===== src/rtl/spi_seq_pkg.sv =====
package spi_seq_pkg;

    localparam int WORD_W = 32;
    localparam int BYTE_W = 8;

    typedef struct packed {
        logic [12:0] rsvd;
        logic        stripe;
        logic        rx;
        logic        tx;
        logic        bus_hi;
        logic        bus_lo;
        logic        cs_hi;
        logic        cs_lo;
        logic [1:0]  lane_mode;
        logic        expo;
        logic        xfer;
        logic [7:0]  imm;
    } seq_entry_t;

    typedef enum logic [2:0] {
        ST_IDLE,
        ST_DECODE,
        ST_DWELL,
        ST_NEXT,
        ST_SHIFT,
        ST_IMM
    } seq_state_t;

endpackage


===== src/rtl/seq_fifo.sv =====
module seq_fifo #(
    parameter int WIDTH = 32,
    parameter int DEPTH = 8
) (
    input  logic             clk,
    input  logic             rst_n,
    input  logic             wr,
    input  logic [WIDTH-1:0] wdata,
    input  logic             rd,
    output logic [WIDTH-1:0] rdata,
    output logic             empty,
    output logic             full,
    output logic             ovf
);
    localparam int PTR_W = (DEPTH > 1) ? $clog2(DEPTH) : 1;
    localparam int CNT_W = $clog2(DEPTH + 1);
    localparam logic [PTR_W-1:0] LAST_PTR = PTR_W'(DEPTH - 1);
    localparam logic [CNT_W-1:0] FULL_CNT = CNT_W'(DEPTH);

    logic [WIDTH-1:0] mem [DEPTH];
    logic [PTR_W-1:0] wr_ptr, rd_ptr;
    logic [CNT_W-1:0] count;
    logic             wr_ok, rd_ok;

    assign empty = (count == '0);
    assign full  = (count == FULL_CNT);
    assign wr_ok = wr && !full;
    assign rd_ok = rd && !empty;
    assign rdata = mem[rd_ptr];

    always_ff @(posedge clk) begin
        if (wr_ok) mem[wr_ptr] <= wdata;
    end

    always_ff @(posedge clk or negedge rst_n) begin
        if (!rst_n) begin
            wr_ptr <= '0;
            rd_ptr <= '0;
            count  <= '0;
            ovf    <= 1'b0;
        end else begin
            if (wr_ok) wr_ptr <= (wr_ptr == LAST_PTR) ? '0 : wr_ptr + 1'b1;
            if (rd_ok) rd_ptr <= (rd_ptr == LAST_PTR) ? '0 : rd_ptr + 1'b1;
            if (wr_ok && !rd_ok)      count <= count + 1'b1;
            else if (rd_ok && !wr_ok) count <= count - 1'b1;
            if (wr && full) ovf <= 1'b1;
        end
    end

    AST_OVF_ON_FULL_WRITE: assert property (@(posedge clk) disable iff (!rst_n)
        (wr && full) |=> ovf);
    AST_OVF_STICKY: assert property (@(posedge clk) disable iff (!rst_n)
        ovf |=> ovf);
    AST_EMPTY_READ_HARMLESS: assert property (@(posedge clk) disable iff (!rst_n)
        (rd && empty && !wr) |=> empty);

endmodule


===== src/rtl/seq_spi_shift.sv =====
module seq_spi_shift #(
    parameter int DIV_W  = 3,
    parameter int BITS_N = 8
) (
    input  logic              clk,
    input  logic              rst_n,
    input  logic              cpol,
    input  logic              cpha,
    input  logic [DIV_W-1:0]  div,
    input  logic              start,
    input  logic [BITS_N-1:0] tx_byte,
    input  logic              miso,
    output logic              busy,
    output logic              done,
    output logic [BITS_N-1:0] rx_byte,
    output logic              sclk,
    output logic              mosi
);
    localparam int HCNT_W = (1 << DIV_W) - 1;
    localparam int EDGES  = 2 * BITS_N;
    localparam int EDGE_W = $clog2(EDGES);
    localparam logic [EDGE_W-1:0] LAST_EDGE = EDGE_W'(EDGES - 1);

    logic [HCNT_W-1:0] hcnt, half_m1;
    logic [EDGE_W-1:0] edge_idx;
    logic [BITS_N-1:0] tx_sr, rx_sr;
    logic              tick, sample_now, shift_now;

    assign half_m1    = (HCNT_W'(1) << div) - HCNT_W'(1);
    assign tick       = busy && (hcnt == half_m1);
    assign sample_now = (edge_idx[0] == cpha);
    assign shift_now  = !sample_now && (edge_idx != '0) && (edge_idx != LAST_EDGE);
    assign mosi       = tx_sr[BITS_N-1];
    assign rx_byte    = rx_sr;

    always_ff @(posedge clk or negedge rst_n) begin
        if (!rst_n) begin
            busy     <= 1'b0;
            done     <= 1'b0;
            hcnt     <= '0;
            edge_idx <= '0;
            tx_sr    <= '1;
            rx_sr    <= '0;
            sclk     <= 1'b0;
        end else begin
            done <= 1'b0;
            if (!busy) begin
                sclk <= cpol;
                hcnt <= '0;
                if (start) begin
                    busy     <= 1'b1;
                    tx_sr    <= tx_byte;
                    edge_idx <= '0;
                end
            end else if (tick) begin
                hcnt     <= '0;
                sclk     <= ~sclk;
                edge_idx <= edge_idx + 1'b1;
                if (sample_now) rx_sr <= {rx_sr[BITS_N-2:0], miso};
                if (shift_now)  tx_sr <= {tx_sr[BITS_N-2:0], 1'b1};
                if (edge_idx == LAST_EDGE) begin
                    busy <= 1'b0;
                    done <= 1'b1;
                end
            end else begin
                hcnt <= hcnt + 1'b1;
            end
        end
    end

    AST_SCLK_BACK_TO_IDLE: assert property (@(posedge clk) disable iff (!rst_n)
        $fell(busy) |-> (sclk == cpol));
    AST_SCLK_ONLY_ON_TICK: assert property (@(posedge clk) disable iff (!rst_n)
        (busy && !tick) |=> $stable(sclk));
    AST_DONE_IS_IDLE: assert property (@(posedge clk) disable iff (!rst_n)
        done |-> !busy);

endmodule


===== src/rtl/spi_cmd_sequencer.sv =====
module spi_cmd_sequencer
    import spi_seq_pkg::*;
#(
    parameter int CMD_DEPTH  = 4,
    parameter int DATA_DEPTH = 8,
    parameter int DIV_W      = 3,
    parameter int CNT_W      = 16
) (
    input  logic              clk,
    input  logic              rst_n,
    input  logic              enable,
    input  logic [DIV_W-1:0]  cfg_div,
    input  logic              cfg_cpol,
    input  logic              cfg_cpha,
    input  logic              cmd_wr,
    input  logic [WORD_W-1:0] cmd_wdata,
    input  logic              tx_wr,
    input  logic [WORD_W-1:0] tx_wdata,
    input  logic              rx_rd,
    output logic [WORD_W-1:0] rx_rdata,
    output logic              cmd_empty,
    output logic              tx_not_full,
    output logic              tx_full,
    output logic              rx_not_empty,
    output logic              cmd_ovf,
    output logic              tx_ovf,
    output logic              rx_ovf,
    output logic              spi_sclk,
    output logic              spi_cs_n,
    output logic              spi_mosi,
    input  logic              spi_miso
);
    localparam int EXP_W  = $clog2(CNT_W);
    localparam int LANES  = WORD_W / BYTE_W;
    localparam int LANE_W = $clog2(LANES);
    localparam logic [LANE_W-1:0] TOP_LANE = LANE_W'(LANES - 1);

    seq_state_t state, state_d;
    seq_entry_t entry_q, cmd_head;

    logic [WORD_W-1:0] cmd_rdata, tx_head, word_q, rx_acc, rx_merged, rx_push_data;
    logic [CNT_W-1:0]  remaining;
    logic [7:0]        dwell;
    logic [LANE_W-1:0] lane;
    logic              cs_n_q;
    logic              cmd_pop, tx_pop, rx_push, tx_empty, rx_empty, rx_full;
    logic              eng_start, eng_busy, eng_done;
    logic [BYTE_W-1:0] eng_byte, eng_rx;
    logic              need_word, word_wait;

    seq_fifo #(.WIDTH(WORD_W), .DEPTH(CMD_DEPTH)) u_cmdq (
        .clk(clk), .rst_n(rst_n), .wr(cmd_wr), .wdata(cmd_wdata), .rd(cmd_pop),
        .rdata(cmd_rdata), .empty(cmd_empty), .full(), .ovf(cmd_ovf));

    seq_fifo #(.WIDTH(WORD_W), .DEPTH(DATA_DEPTH)) u_txq (
        .clk(clk), .rst_n(rst_n), .wr(tx_wr), .wdata(tx_wdata), .rd(tx_pop),
        .rdata(tx_head), .empty(tx_empty), .full(tx_full), .ovf(tx_ovf));

    seq_fifo #(.WIDTH(WORD_W), .DEPTH(DATA_DEPTH)) u_rxq (
        .clk(clk), .rst_n(rst_n), .wr(rx_push), .wdata(rx_push_data), .rd(rx_rd),
        .rdata(rx_rdata), .empty(rx_empty), .full(rx_full), .ovf(rx_ovf));

    seq_spi_shift #(.DIV_W(DIV_W), .BITS_N(BYTE_W)) u_shift (
        .clk(clk), .rst_n(rst_n), .cpol(cfg_cpol), .cpha(cfg_cpha), .div(cfg_div),
        .start(eng_start), .tx_byte(eng_byte), .miso(spi_miso), .busy(eng_busy),
        .done(eng_done), .rx_byte(eng_rx), .sclk(spi_sclk), .mosi(spi_mosi));

    assign cmd_head     = seq_entry_t'(cmd_rdata);
    assign tx_not_full  = !tx_full;
    assign rx_not_empty = !rx_empty;
    assign spi_cs_n     = cs_n_q;

    // Fields kept for the entry format but not acted on by a single-lane master.
    logic unused_fields;
    assign unused_fields = ^{entry_q.rsvd, entry_q.stripe, entry_q.bus_hi,
                             entry_q.cs_hi, entry_q.lane_mode, rx_full};

    assign need_word = entry_q.tx && (lane == '0);
    assign word_wait = need_word && tx_empty;

    always_comb begin
        rx_merged = rx_acc;
        rx_merged[lane*BYTE_W +: BYTE_W] = eng_rx;
    end

    // Next-state process.
    always_comb begin
        state_d = state;
        unique case (state)
            ST_IDLE:   if (enable && !cmd_empty) state_d = ST_DECODE;
            ST_DECODE: begin
                if (!entry_q.bus_lo)   state_d = ST_IDLE;
                else if (entry_q.xfer) state_d = ST_NEXT;
                else if (entry_q.tx)   state_d = ST_IMM;
                else                   state_d = ST_DWELL;
            end
            ST_DWELL:  if (dwell == '0) state_d = ST_IDLE;
            ST_NEXT: begin
                if (remaining == '0) state_d = ST_IDLE;
                else if (!word_wait) state_d = ST_SHIFT;
            end
            ST_SHIFT:  if (eng_done) state_d = ST_NEXT;
            ST_IMM:    if (eng_done) state_d = ST_IDLE;
            default:   state_d = ST_IDLE;
        endcase
    end

    // Output process.
    always_comb begin
        cmd_pop      = 1'b0;
        tx_pop       = 1'b0;
        rx_push      = 1'b0;
        rx_push_data = rx_acc;
        eng_start    = 1'b0;
        eng_byte     = '1;
        unique case (state)
            ST_IDLE: cmd_pop = enable && !cmd_empty;
            ST_DECODE: begin
                if (entry_q.bus_lo && !entry_q.xfer && entry_q.tx) begin
                    eng_start = 1'b1;
                    eng_byte  = entry_q.imm;
                end
            end
            ST_NEXT: begin
                if (remaining == '0) begin
                    rx_push = entry_q.rx && (lane != '0);
                end else if (!word_wait) begin
                    eng_start = 1'b1;
                    tx_pop    = need_word;
                    if (entry_q.tx)
                        eng_byte = need_word ? tx_head[BYTE_W-1:0]
                                             : word_q[lane*BYTE_W +: BYTE_W];
                end
            end
            ST_SHIFT: begin
                if (eng_done && entry_q.rx && (lane == TOP_LANE)) begin
                    rx_push      = 1'b1;
                    rx_push_data = rx_merged;
                end
            end
            default: ;
        endcase
    end

    // State register.
    always_ff @(posedge clk or negedge rst_n) begin
        if (!rst_n) state <= ST_IDLE;
        else        state <= state_d;
    end

    // Datapath registers.
    always_ff @(posedge clk or negedge rst_n) begin
        if (!rst_n) begin
            entry_q   <= '0;
            remaining <= '0;
            dwell     <= '0;
            lane      <= '0;
            word_q    <= '0;
            rx_acc    <= '0;
            cs_n_q    <= 1'b1;
        end else begin
            unique case (state)
                ST_IDLE: if (cmd_pop) entry_q <= cmd_head;
                ST_DECODE: begin
                    if (entry_q.bus_lo) cs_n_q <= ~entry_q.cs_lo;
                    remaining <= entry_q.expo ? (CNT_W'(1) << entry_q.imm[EXP_W-1:0])
                                              : CNT_W'(entry_q.imm);
                    dwell  <= entry_q.imm;
                    lane   <= '0;
                    rx_acc <= '0;
                end
                ST_DWELL: if (dwell != '0) dwell <= dwell - 1'b1;
                ST_NEXT:  if (tx_pop) word_q <= tx_head;
                ST_SHIFT: begin
                    if (eng_done) begin
                        remaining <= remaining - 1'b1;
                        lane      <= lane + 1'b1;
                        if (entry_q.rx)
                            rx_acc <= (lane == TOP_LANE) ? '0 : rx_merged;
                    end
                end
                default: ;
            endcase
        end
    end

    AST_HOLD_WHILE_DISABLED: assert property (@(posedge clk) disable iff (!rst_n)
        (state == ST_IDLE && !enable) |=> (state == ST_IDLE));
    AST_CS_STABLE_IN_BYTE: assert property (@(posedge clk) disable iff (!rst_n)
        (state == ST_SHIFT) |=> $stable(spi_cs_n));
    AST_START_ENGINE_IDLE: assert property (@(posedge clk) disable iff (!rst_n)
        eng_start |-> !eng_busy);
    AST_NO_RX_WITHOUT_FLAG: assert property (@(posedge clk) disable iff (!rst_n)
        (state == ST_NEXT && !entry_q.rx) |=> !rx_not_empty || $stable(rx_not_empty));

endmodule


===== config.mk =====
export PLATFORM = sky130hd
export DESIGN_NAME = spi_cmd_sequencer
export DESIGN_NICKNAME = d
export VERILOG_FILES = /design/src/rtl/spi_seq_pkg.sv /design/src/rtl/seq_fifo.sv /design/src/rtl/seq_spi_shift.sv /design/src/rtl/spi_cmd_sequencer.sv
export SDC_FILE = /design/constraint.sdc
export NUM_CORES = 1
export LEC_CHECK = 0
export ABC_AREA = 1
export BUFFER_PORTS_ARGS = -buffer_cell sky130_fd_sc_hd__buf_2
export CAP_MARGIN = 20
export CORE_MARGIN = 8
export CORE_UTILIZATION = 63
export CTS_CLUSTER_DIAMETER = 120
export DETAILED_ROUTE_END_ITERATION = 10
export GPL_ROUTABILITY_DRIVEN = 0
export GPL_TIMING_DRIVEN = 0
export HOLD_SLACK_MARGIN = 0.12
export PLACE_DENSITY = 0.86
export SLEW_MARGIN = 20
export SYNTH_ARGS = -nofsm -noshare
export SYNTH_HDL_FRONTEND = slang
export SYNTH_HIERARCHICAL = 1
export SYNTH_SLANG_ARGS = --single-unit

===== constraint.sdc =====
create_clock -name clk -period 5.3 [get_ports clk]
set_clock_uncertainty 0.2 [all_clocks]
set_input_delay 1.06 -clock clk [delete_from_list [all_inputs] [get_ports clk]]
set_output_delay 1.06 -clock clk [all_outputs]
set_load 0.02 [all_outputs]

==> flow_summary.ini <==
[cells_and_area]
fin_nets = 3821
n_fill_cell = 3477
multi_input_area_sq_mm = 0.0101
stdcell_area_sq_mm = 0.0377
seq_area_sq_mm = 0.0213
drive_gt1_share_pct = 11.7
utilization_pct = 72.0
syn_to_final_growth_pct = 13.3

[outcome]
status = completed

[setup_path]
crit_family = buffers and inverters
startpoint_type = flop
required_ns = 5.42
path_cells = buf_2 -> clkinv_1 -> buf_2 -> ha_1 -> buf_2 -> inv_1 -> nand4_1 -> o21ai_0 -> nand2_1 -> inv_2 -> nand2_1 -> nor2_4 -> buf_16
crit_path_top_delay_cell = o21ai_0
path_max_fanout = 18
arrival_ns = 4.73
cp_common_cell = buf_2
worstSetupStartpoint = lane[0]
path_buf_inv = 7
critPathCaptureType = flop
critical_path_class = reg2reg
r2r-start = lane[0]
slowest_delay_ns = 0.68

[pwr]
p_total_uw = 17400
power_leakage_uw = 0.0158
power.density_mw_per_mm2 = 461
peakVddDrop_v = 0.000463

[clock_tree]
cts_hold_buf = 0
clkLatencyLatePin_ns = 0.63
cts_inserted_buffers = 73
clockBufferDepth = 3
cts_setup_buffers = 0
cts_tree = built
cts_root_buf = clkbuf_16
cts.sinks = 736
cts_htree_levels = 3
cts_resized = 0
clk_pin_slew_worst_paths_ns = 0.06

[route]
wl_per_cell_um = 18.6
viasPerCell = 5.68
vias = 25300
ant_nets = 0
finalWirelength_um = 82800
route.detailed.drc = 0
drtPass1Iterations = 8
drt_iter0_drc = 3219

[timing]
setup_viol = 0
drv_slew = 0
relSlewSlack_pct = 25.2
tightestPinTransition_ns = 1.11
fin_tns_setup_ns = 0
fmax_ghz = 0.217
period_share_pct = 87.1
hold_viol = 0
period_minus_slack_ns = 4.61
rsz0062_at_grt = no
holdWs_ns = 0.217

[die]
die_x_um = 246
dieArea_sq_mm = 0.0604
fp.dieH_um = 246
coreArea_sq_mm = 0.0523
initial_core_util_pct = 63.5
rows = 84
io_pins = 118

[global_route]
track_usage_pct = 27.0
antenna_found_initial = 8
grt_first_pass_wirelength_um = 129000
grt_max_degree = 96
grt_pass1_vias = 25100
grt.overflow.total = 0

[synthesis]
yosysWarnings = 6
avgSynthCellArea_sq_um = 9.52
syn_nets = 3605
syn_area_sq_mm = 0.0333
synthCells = 3494

[place]
io_buffers = 99
dpl_cell_area_sq_mm = 0.0352
hpwl_um = 54000

[min_path]
hold_start = entry_q[12]
min_path_type = reg2reg

[run]
cap_viol_max_count = 0
[power breakdown]
group          internal, uW  switching (uW)
Clock                  2980            2170
Combinational          1470            3370
Sequential             6960             414
[stage by stage]
step	std cells	setup slack [ns]
floorplan	3494	1.13
global placement	4281	-0.848
detailed placement	4322	0.751
CTS	4456	0.736
global route	4461	0.417
finish	4462	0.686
[metal layers]
| layer | up-vias | share of wire (%) | global-route usage, % | wire, um |
|---|---|---|---|---|
| li1 | 11700 | - | - | - |
| met3 | 313 | 10 | 4.93 | 8250 |
| met5 | - | 0.051 | 0 | 42 |
| met4 | 6 | 4.9 | 15.0 | 4070 |
| met1 | 11800 | 36 | 32.0 | 29500 |
| met2 | 1520 | 49 | 46.4 | 41000 |
[final timing paths]
check / to / slack, ns / cells past startpoint
max in group asynchronous: u_rxq/wr_ptr[2] / 3.85 / 3
worst min register to register: spi_cs_n / 0.22 / 1
min in group asynchronous: entry_q[4] / 0.28 / 2
worst max register to register: u_rxq/mem[2][7] / 0.69 / 13
worst max-delay path: u_rxq/mem[2][7] / 0.69 / 13
worst min-delay path: spi_cs_n / 0.22 / 1
[final cells by class]
cell class / instances / share of cell area, %
plain buffers: 155 / 2.34
multi-input cells: 2293 / 26.8
clock buffers: 96 / 5.32
flip-flops and latches: 736 / 56.5
inverters: 310 / 3.09
repair buffers: 141 / 2.68
clock inverters: 38 / 1.03
diodes: 5 / 0.0332
well taps: 688 / 2.28
[cell usage in the layout (no fill, tap or decap), types with 55 or more instances in the layout]
| cell | count |
|---|---|
| buf_2 | 164 |
| clkbuf_1 | 55 |
| clkbuf_16 | 76 |
| dfrtp_1 | 159 |
| edfxtp_1 | 568 |
| inv_1 | 290 |
| nand2_1 | 1307 |
| nand3_1 | 112 |
| nor2_1 | 430 |
| o21ai_0 | 145 |
| o21ai_1 | 69 |
[state kept, by name, indices dropped and copies added, names as in the netlist, 2 cells and up]
name / cells
u_txq/wr_ptr: 3
u_cmdq/wr_ptr: 2
remaining: 16
u_rxq/mem: 256
rx_acc: 32
u_shift/hcnt: 7
word_q: 32
u_cmdq/count: 3
state: 3
u_shift/tx_sr: 8
u_shift/edge_idx: 4
u_txq/rd_ptr: 3
u_txq/mem: 256
entry_q: 14
lane: 2
u_shift/rx_byte: 8
dwell: 8
u_rxq/rd_ptr: 3
u_cmdq/mem: 56
u_cmdq/rd_ptr: 2
u_rxq/count: 4
u_txq/count: 4
u_rxq/wr_ptr: 3
[worst reg2reg max path, delay by kind of cell (launching register included)]
| kind | cells | cell delay, ns |
|---|---|---|
| fa+ha+maj | 1 | 0.26 |
| compound gates | 1 | 0.68 |
| buf+inv | 7 | 1.57 |
| simple gates | 4 | 1.22 |
| flops | 1 | 0.37 |
Power figures use the tool's default switching activity.
